<file path="config.mk">
export PLATFORM = sky130hd
export DESIGN_NAME = lrsc_monitor
export DESIGN_NICKNAME = d
export VERILOG_FILES = /design/src/rtl/lrsc_monitor.sv
export SDC_FILE = /design/constraint.sdc
export NUM_CORES = 1
export LEC_CHECK = 0
export ABC_CLOCK_PERIOD_IN_PS = 2950
export BUFFER_PORTS_ARGS = -buffer_cell sky130_fd_sc_hd__buf_4
export CAP_MARGIN = 40
export CORE_MARGIN = 1
export CORE_UTILIZATION = 30
export CTS_BUF_LIST = sky130_fd_sc_hd__clkbuf_4
export CTS_CLUSTER_DIAMETER = 150
export DETAILED_ROUTE_END_ITERATION = 8
export GPL_TIMING_DRIVEN = 0
export MAX_ROUTING_LAYER = met4
export PLACE_DENSITY = 0.6
export SLEW_MARGIN = 20
export SYNTH_ARGS = -nofsm -noshare
export SYNTH_HDL_FRONTEND = slang
export SYNTH_SLANG_ARGS = --single-unit
</file>
<file path="constraint.sdc">
create_clock -name clk -period 2.95 [get_ports clk]
set_clock_uncertainty 0.05 [all_clocks]
set_input_delay 0.4425 -clock clk [delete_from_list [all_inputs] [get_ports clk]]
set_output_delay 0.4425 -clock clk [all_outputs]
set_load 0.05 [all_outputs]
</file>
<file path="src/rtl/lrsc_monitor.sv">
module lrsc_monitor #(
  parameter int ADDR_W     = 32,
  parameter int DATA_W     = 32,
  parameter int LINE_OFF   = 6,
  parameter bit TRACK_ADDR = 1'b1
) (
  input  logic              clk,
  input  logic              rst_n,
  input  logic              req_valid,
  input  logic [1:0]        req_op,
  input  logic [ADDR_W-1:0] req_addr,
  input  logic [DATA_W-1:0] req_wdata,
  output logic [DATA_W-1:0] resp_rdata,
  output logic              mem_req,
  output logic              mem_we,
  output logic [ADDR_W-1:0] mem_addr,
  output logic [DATA_W-1:0] mem_wdata,
  input  logic [DATA_W-1:0] mem_rdata,
  input  logic              inv_valid,
  input  logic [ADDR_W-1:0] inv_addr,
  output logic              sc_done,
  output logic              sc_fail
);
  localparam int LINE_W = ADDR_W - LINE_OFF;

  logic resv_q;
  logic is_ld, is_st, is_lr, is_sc;
  logic kill_resv, kill_new, addr_ok, sc_ok;

  assign is_ld = req_valid && req_op == 2'b00;
  assign is_st = req_valid && req_op == 2'b01;
  assign is_lr = req_valid && req_op == 2'b10;
  assign is_sc = req_valid && req_op == 2'b11;

  if (TRACK_ADDR) begin : g_track
    logic [ADDR_W-1:0] resv_addr_q;
    always_ff @(posedge clk) begin
      if (!rst_n) resv_addr_q <= '0;
      else if (is_lr) resv_addr_q <= req_addr;
    end
    assign kill_resv = inv_valid &&
      inv_addr[ADDR_W-1 -: LINE_W] == resv_addr_q[ADDR_W-1 -: LINE_W];
    assign kill_new  = inv_valid &&
      inv_addr[ADDR_W-1 -: LINE_W] == req_addr[ADDR_W-1 -: LINE_W];
    assign addr_ok   = resv_addr_q == req_addr;


    lr_records_addr_chk: assert property (@(posedge clk) disable iff (!rst_n)
      is_lr |=> resv_addr_q == $past(req_addr));
  end else begin : g_flag_only
    assign kill_resv = inv_valid;
    assign kill_new  = inv_valid;
    assign addr_ok   = 1'b1;
  end

  assign sc_ok = is_sc && resv_q && addr_ok && !kill_resv;

  always_ff @(posedge clk) begin
    if (!rst_n)         resv_q <= 1'b0;
    else if (is_lr)     resv_q <= !kill_new;
    else if (is_sc)     resv_q <= 1'b0;
    else if (kill_resv) resv_q <= 1'b0;
  end

  assign mem_req    = is_ld || is_st || is_lr || sc_ok;
  assign mem_we     = is_st || sc_ok;
  assign mem_addr   = req_addr;
  assign mem_wdata  = req_wdata;
  assign resp_rdata = mem_rdata;
  assign sc_done    = is_sc;
  assign sc_fail    = is_sc && !sc_ok;


  failed_sc_no_access_chk: assert property (@(posedge clk) disable iff (!rst_n)
    (sc_done && sc_fail) |-> !mem_req && !mem_we);


  sc_clears_resv_chk: assert property (@(posedge clk) disable iff (!rst_n)
    is_sc |=> !resv_q);


  lr_arms_resv_chk: assert property (@(posedge clk) disable iff (!rst_n)
    (is_lr && !inv_valid) |=> resv_q);


  inv_clears_resv_chk: assert property (@(posedge clk) disable iff (!rst_n)
    (kill_resv && !is_lr) |=> !resv_q);


  plain_keeps_resv_chk: assert property (@(posedge clk) disable iff (!rst_n)
    ((is_ld || is_st || !req_valid) && !inv_valid) |=> $stable(resv_q));


  status_only_on_sc_chk: assert property (@(posedge clk) disable iff (!rst_n)
    sc_done |-> req_valid && req_op == 2'b11);
endmodule

</file>
==> metrics.cfg, run 1 <==
[route]
dr.first_iter.drc_count=77
drt-total-wl_microns=8920
drc=0
postRouteAntennaNets=0
vias=2786
dr.pass1.iters=4
wl_per_cell_microns=13.4
via_per_inst=4.20

[floorplanning]
core_area_sq_um=9330
fp-row-count=35
start_util_pct=31.2
die-area_sq_um=10100
ios=234
die_x_microns=100
fp.dieH_microns=100

[flow_run]
max_cap_violations=0

[timing]
hold_ws_ns=0.319
tightest_slew_ns=0.496
fmax_mhz=391
finalSetupTns_ns=0
period_share_pct=86.7
min_period_ns=2.56
final_max_slew_viol_count=0
setup_viol=0
slew_headroom_pct=66.9
rsz0062_at_grt=no
finalHoldViolCount=0

[clock_tree]
cts_max_path_buffers=2
clockRootBuffer=clkbuf_4
cts_made_buffers=5
path_clk_slew_ns=0.11
cts_setup_buffers=0
htreeDepth=2
clk_latency_ns=0.34
cts_hold_buf=0
cts_resized=0
numClockSinks=33
cts_tree=yes

[cells_and_area]
final_common_cell=buf_4
fillCellCount=939
layout-drive-gt1-share_pct=51.3
fin_nets=668
num_antenna_cells=0
final_cell_mix=259 x buf_4, 82 x xnor2_1, 69 x nand2_1
fin_util_pct=46.6
area_delta_synth_final_pct=49.3

[placed_design]
globalplace.congestion=0.897
hpwlAfterDp_microns=7520
place.port_buffers=163

[setup_path]
reg2reg_to=resv_q$_SDFFE_PN0P_
path_class=register to output port
r2r_cells=5
worstPathMaxFanout=3
reg2reg_from=g_track.resv_addr_q[6]$_SDFFE_PN0P_
endpoint_kind=output port
reg2reg_setup_slack_ns=1.41
required_ns=2.46
critPathLaunchType=register
crit_arrival_ns=2.07

[synth]
synth_seq_area_share_pct=22.7
syn_nets=498
yosysWarnings=0
ys_seq_elements=33
syn_inst=364
synthDistinctLibCells=22
syn-mean-instance-area_sq_um=7.99
netlist_area_sq_um=2910

[hold_path]
worstHoldStart=req_addr[2]
hold_class=input port to register
min_path_cells=3
hold_end=g_track.resv_addr_q[2]$_SDFFE_PN0P_

[global_routing]
grtUsageMet3_pct=2.91
overflow=0
use_met2_pct=28.9
grt.busiest_layer=met2
use_met1_pct=21.6
antenna_found_initial=0
grt_pass1_wl_microns=12700
grt_pass1_vias=2459
grt_max_degree=11
grt_use_total_pct=17.2

[power_and_ir_drop]
switchingPower_uw=594
p_per_area_nw_per_um2=336
ir_drop_mv=0.186
p_total_uw=1460
p_int_uw=867
p_sw_share_pct=40.6
pwr-share-clk_pct=17.1
pwr-share-seq_pct=32.5
leakagePower_uw=0.00189
comb_power_share_pct=50.4

[outcome]
status=finished clean

==> cell type report <==
cell class	instances	area [sq um]	share of cell area, %
sequential	33	661	15.2
clock inverter	1	3.75	0.0864
buffer	106	767	17.7
timing repair buffer	163	1220	28.2
multi-input combinational	225	1480	34.1
clock buffer	6	45.0	1.04
tap	129	161	3.72
==> metrics by stage <==
step | worst slack [ns] | std cells | area (sq um)
6_report | 0.392 | 663 | 4340
3_3_place_gp | 0.545 | 656 | 4290
2_1_floorplan | 0.289 | 364 | 2910
5_1_grt | 0.254 | 663 | 4340
3_5_place_dp | 0.561 | 656 | 4290
4_1_cts | 0.394 | 663 | 4340
==> power groups by stage <==
| stage | sequential [uW] | clock (uW) | combinational (uW) |
|---|---|---|---|
| 2_1_floorplan | 483 | 0 | 491 |
| 3_3_place_gp | 484 | 0 | 736 |
| 3_5_place_dp | 485 | 0 | 741 |
| 4_1_cts | 475 | 255 | 743 |
| 5_1_grt | 477 | 282 | 773 |
| 6_report | 475 | 249 | 737 |
==> layer usage <==
| layer | vias to the layer above | part of all wire (%) | wire (microns) |
|---|---|---|---|
| met3 | 4 | 8.7 | 777 |
| met2 | 131 | 50 | 4470 |
| met4 | 0 | 0.62 | 55 |
| li1 | 1421 | - | - |
| met5 | - | 0 | 0 |
| met1 | 1230 | 41 | 3610 |
==> cell usage after synthesis <==
master,n,area share (%)
a21oi_1,2,0.34
a21boi_1,6,1.5
dfxtp_1,33,23
a21bo_1,1,0.34
and3_1,1,0.22
nand4_1,19,4.1
buf_2,7,1.2
buf_4,96,25
nand2_1,69,8.9
a21boi_0,26,6.7
xor2_1,2,0.60
clkbuf_1,3,0.39
or2_2,1,0.22
o21a_1,2,0.52
o22ai_1,1,0.22
nor4_1,2,0.43
nor3_1,4,0.69
o21ai_0,1,0.17
nor2_1,1,0.13
xnor2_1,82,25
nor4_2,1,0.43
nand3_1,4,0.69
==> worst max-delay path by stage <==
stage | endpoint | depth (start not counted) | from
4_1_cts | mem_we | 6 | g_track.resv_addr_q[12]$_SDFFE_PN0P_
2_1_floorplan | mem_we | 5 | req_valid
3_5_place_dp | mem_we | 7 | req_addr[12]
5_1_grt | mem_we | 6 | g_track.resv_addr_q[12]$_SDFFE_PN0P_
3_3_place_gp | mem_we | 7 | req_addr[12]
6_report | mem_we | 6 | g_track.resv_addr_q[12]$_SDFFE_PN0P_
==> logic make-up (layout without fill, tap and decap cells) <==
logic type | count (synthesis) | after routing | synth area share, %
XOR/XNOR | 84 | 84 | 25.3
AO/OA/AOI/OAI | 39 | 39 | 9.85
buffers and inverters | 106 | 276 | 26.4
AND/OR/NAND/NOR | 102 | 102 | 15.8
flip-flops | 33 | 33 | 22.7
==> critical path, stage by stage (launching register included) <==
cell     delay, ns
dfxtp_1       0.36
xnor2_1       0.24
nand4_1       0.14
nor4_1        0.36
nand3_1       0.20
o22ai_1       0.20
buf_4         0.23
==> registers in the layout (all words and copies together) (netlist names) <==
| signal | count |
|---|---|
| g_track.resv_addr_q | 32 |
| resv_q | 1 |
No activity file was read; power rests on OpenSTA's default activity.
==> run 2, diff against run 1 <==
Settings changed: BUFFER_PORTS_ARGS -buffer_cell sky130_fd_sc_hd__buf_4 to not set, CORE_AREA set to 2 2 91 93, CORE_MARGIN 1 to not set, CORE_UTILIZATION 30 to not set, DIE_AREA set to 0 0 93 95, DONT_BUFFER_PORTS set to 1, PLACE_DENSITY 0.6 to 0.47.
==> run 2 against run 1 <==
Net effect:
- total power decreased by 13%
- count of clock-buffer cells in the layout stayed put
- largest cell class is now multi-input combinational cells
- register-to-register slack improved by 0.04 ns
- final area decreased by 28%
==> metrics.cfg, run 2 (same netlist as run 1, synthesis figures left out) <==
[outcome]
status=finished clean

[setup_path]
path_class=input port to output port
worstPathMaxFanout=4
r2r_cells=5
reg2reg_from=g_track.resv_addr_q[27]$_SDFFE_PN0P_
reg2reg_to=resv_q$_SDFFE_PN0P_
required_ns=2.46
critPathLaunchType=input port
endpoint_kind=output port
crit_arrival_ns=2.13
reg2reg_setup_slack_ns=1.45

[cells_and_area]
multi_input_area_sq_um=1480
reg_top3=g_track.resv_addr_q (32), resv_q (1)
layout-drive-gt1-share_pct=30.7
fin_util_pct=39.2
num_antenna_cells=0
largest_reg_flops=32
area_delta_synth_final_pct=6.92
fin_nets=507
final_cell_mix=98 x buf_4, 82 x xnor2_1, 69 x nand2_1
layout.area.seq_sq_um=661
final_common_cell=buf_4
fillCellCount=862
top_register=g_track.resv_addr_q

[route]
postRouteAntennaNets=0
wl_per_cell_microns=17.3
dr.pass1.iters=4
dr.first_iter.drc_count=50
via_per_inst=4.62
vias=2211
drc=0
drt-total-wl_microns=8270

[power_and_ir_drop]
p_per_area_nw_per_um2=410
ir_drop_mv=0.161
leakagePower_uw=0.00113

[timing]
fmax_mhz=381
hold_ws_ns=0.165
final_max_slew_viol_count=0
tightest_slew_ns=0.655
min_period_ns=2.62
rsz0062_at_grt=no
finalHoldViolCount=0
slew_headroom_pct=56.4
period_share_pct=88.9
setup_viol=0

[clock_tree]
cts_tree=yes
clk_latency_ns=0.34
cts_setup_buffers=0
path_clk_slew_ns=0.11
cts_resized=0
cts_hold_buf=0
htreeDepth=2
numClockSinks=33
cts_max_path_buffers=2
cts_made_buffers=5
clockRootBuffer=clkbuf_4

[placed_design]
place.port_buffers=0
globalplace.congestion=0.897
hpwlAfterDp_microns=6950

[global_routing]
antenna_found_initial=0
grt_pass1_wl_microns=11300
grt_max_degree=11
grt_use_total_pct=18.0
grt_pass1_vias=2012
overflow=0

[floorplanning]
fp.dieH_microns=95
core_area_sq_um=7930
die_x_microns=93
start_util_pct=36.7
fp-row-count=33
ios=234
die-area_sq_um=8840

[hold_path]
hold_class=input port to register
worstHoldStart=req_addr[0]
min_path_cells=2
hold_end=g_track.resv_addr_q[0]$_SDFFE_PN0P_

[flow_run]
max_cap_violations=0

run 2: area by class of cell:
type | instances | area share [%]
Buffer | 106 | 24.7
Clock buffer | 6 | 1.45
Clock inverter | 2 | 0.322
Multi-Input combinational cell | 225 | 47.6
Sequential cell | 33 | 21.2
Tap cell | 105 | 4.22
Timing Repair Buffer | 2 | 0.483
run 2: worst max path at each step:
| stage | from | to | slack, ns |
|---|---|---|---|
| after floorplan | req_valid | mem_we | 0.29 |
| after global placement | req_valid | mem_we | -0.22 |
| after detailed placement | req_valid | mem_we | 0.25 |
| after CTS | req_valid | mem_we | 0.25 |
| after global routing | g_track.resv_addr_q[6]$_SDFFE_PN0P_ | sc_fail | 0.24 |
| final | req_valid | mem_we | 0.33 |
run 2: critical path, stage by stage:
cell,delay [ns]
and3_1,0.57
nand4_1,0.17
nor4_1,0.33
nand3_1,0.21
o22ai_1,0.19
buf_4,0.22
run 2: layer usage:
layer  GRT usage [%]  part of all wire [%]
met1            22.7                    42
met2            28.4                    47
met3            5.75                    10
met4            4.04                  0.73
met5               -                     0
run 2: per-stage QoR:
stage | setup TNS (ns) | power [uW] | instances | setup slack [ns] | area (sq um)
after CTS | 0 | 1290 | 479 | 0.251 | 3110
final | 0 | 1280 | 479 | 0.327 | 3110
after detailed placement | 0 | 1020 | 471 | 0.252 | 3060
after global routing | 0 | 1340 | 479 | 0.236 | 3110
after floorplan | 0 | 974 | 364 | 0.289 | 2910
after global placement | -0.377 | 1020 | 469 | -0.219 | 3040
run 2: where the power goes:
| group | switching [uW] | internal, uW |
|---|---|---|
| clock | 166 | 100 |
| sequential | 14.0 | 460 |
| combinational | 355 | 181 |
| total | 535 | 741 |
==> run 3, diff against run 2 <==
Settings changed: PLACE_DENSITY 0.47 to not set, PLACE_DENSITY_LB_ADDON set to 0.25.
==> run 3 against run 2 <==
Net effect:
- first-iteration DRC count increased by 54%
- die area unchanged
- sequential share of layout area about the same
- global-route usage increased by 0.68 points
- critical endpoint is now mem_req
- highest routed layer unchanged
==> metrics.cfg, run 3 (same netlist as run 1, synthesis figures left out) <==
[outcome]
status=finished clean

[hold_path]
hold_class=input port to register
min_path_cells=2

[timing]
min_period_ns=2.65
final_max_slew_viol_count=0
rsz0062_at_grt=no
hold_ws_ns=0.171
fmax_mhz=377
finalSetupTns_ns=0
period_share_pct=90.0
setup_viol=0
finalHoldViolCount=0
slew_headroom_pct=57.8
tightest_slew_ns=0.633

[placed_design]
place.port_buffers=0
hpwlAfterDp_microns=6960
globalplace.congestion=0.845

[setup_path]
reg2reg_from=g_track.resv_addr_q[6]$_SDFFE_PN0P_
required_ns=2.46
path_class=input port to output port
worstPathMaxFanout=4
reg2reg_setup_slack_ns=1.39
crit_arrival_ns=2.16
endpoint_kind=output port
cp-startpoint=req_valid
critPathLaunchType=input port
reg2reg_to=resv_q$_SDFFE_PN0P_
r2r_cells=5
endpoint=mem_req

[floorplanning]
die_x_microns=93
fp.dieH_microns=95
core_area_sq_um=7930
fp-row-count=33
ios=234
die-area_sq_um=8840
start_util_pct=36.7

[global_routing]
grt_pass1_vias=2227
grt.busiest_layer=met2
overflow=0
grt_use_total_pct=18.7
grtUsageMet3_pct=6.46
grt_pass1_wl_microns=12000
use_met1_pct=21.4
antenna_found_initial=0
use_met2_pct=31.6
grt_max_degree=11

[clock_tree]
cts_max_path_buffers=2
clockRootBuffer=clkbuf_4
cts_tree=yes
cts_made_buffers=5
htreeDepth=2
numClockSinks=33
cts_hold_buf=0
path_clk_slew_ns=0.10
clk_latency_ns=0.34
cts_setup_buffers=0
cts_resized=0

[route]
vias=2257
dr.pass1.iters=4
via_per_inst=4.71
drt-total-wl_microns=8250
wl_per_cell_microns=17.2
dr.first_iter.drc_count=77
drc=0
postRouteAntennaNets=0

[cells_and_area]
fin_nets=507
area_delta_synth_final_pct=7.10
top_register=g_track.resv_addr_q
fillCellCount=856
final_cell_mix=98 x buf_4, 82 x xnor2_1, 69 x nand2_1
reg_top3=g_track.resv_addr_q (32), resv_q (1)
largest_reg_flops=32
final_common_cell=buf_4
layout-drive-gt1-share_pct=30.7
fin_util_pct=39.3
num_antenna_cells=0

[power_and_ir_drop]
p_int_uw=764
switchingPower_uw=528
pwr-share-seq_pct=36.7
ir_drop_mv=0.248
p_sw_share_pct=40.9
p_per_area_nw_per_um2=415
comb_power_share_pct=41.5
leakagePower_uw=0.00113
pwr-share-clk_pct=21.8

[flow_run]
max_cap_violations=0

run 3: metal layers:
metal  wire length, microns  vias to the layer above
met1                   3140                     1016
met2                   4020                      134
met5                      0                        -
met4                    113                        0
met3                    972                        8
li1                       -                     1099
run 3: stage by stage:
step | std cells | setup WS, ns | instance area (sq um) | total power (uW)
after floorplan | 364 | 0.289 | 2910 | 974
after global placement | 469 | -0.128 | 3040 | 1020
after detailed placement | 471 | 0.270 | 3060 | 1020
after CTS | 479 | 0.276 | 3120 | 1310
after global routing | 479 | 0.218 | 3120 | 1350
final | 479 | 0.295 | 3120 | 1290
run 3: worst min-delay path by stage:
stage / startpoint / to / slack, ns
floorplan: g_track.resv_addr_q[0]$_SDFFE_PN0P_ / g_track.resv_addr_q[0]$_SDFFE_PN0P_ / 0.40
global placement: g_track.resv_addr_q[3]$_SDFFE_PN0P_ / g_track.resv_addr_q[3]$_SDFFE_PN0P_ / 0.40
detailed placement: g_track.resv_addr_q[2]$_SDFFE_PN0P_ / g_track.resv_addr_q[2]$_SDFFE_PN0P_ / 0.41
CTS: req_addr[6] / g_track.resv_addr_q[6]$_SDFFE_PN0P_ / 0.16
global route: req_addr[6] / g_track.resv_addr_q[6]$_SDFFE_PN0P_ / 0.16
finish: req_addr[6] / g_track.resv_addr_q[6]$_SDFFE_PN0P_ / 0.17
run 3: critical path: stages:
cell and delay, ns:
and3_1 0.55, nand4_1 0.18, nor4_1 0.32, nand3_1 0.22, o21ai_1 0.21, buf_4 0.23
run 3: power by group through the flow:
stage	Combinational (uW)	Sequential [uW]	Clock (uW)
after global routing	563	477	313
final	536	474	281
after floorplan	491	483	0
after global placement	538	484	0
after CTS	541	475	293
after detailed placement	539	485	0
run 3: layout make-up:
type                    count  area [sq um]  share of cell area [%]
multi-input cells         225          1480                    47.6
plain buffers             106           767                    24.6
flip-flops and latches     33           661                    21.2
well taps                 105           131                    4.22
clock buffers               8          60.1                    1.93
repair buffers              2          15.0                   0.482
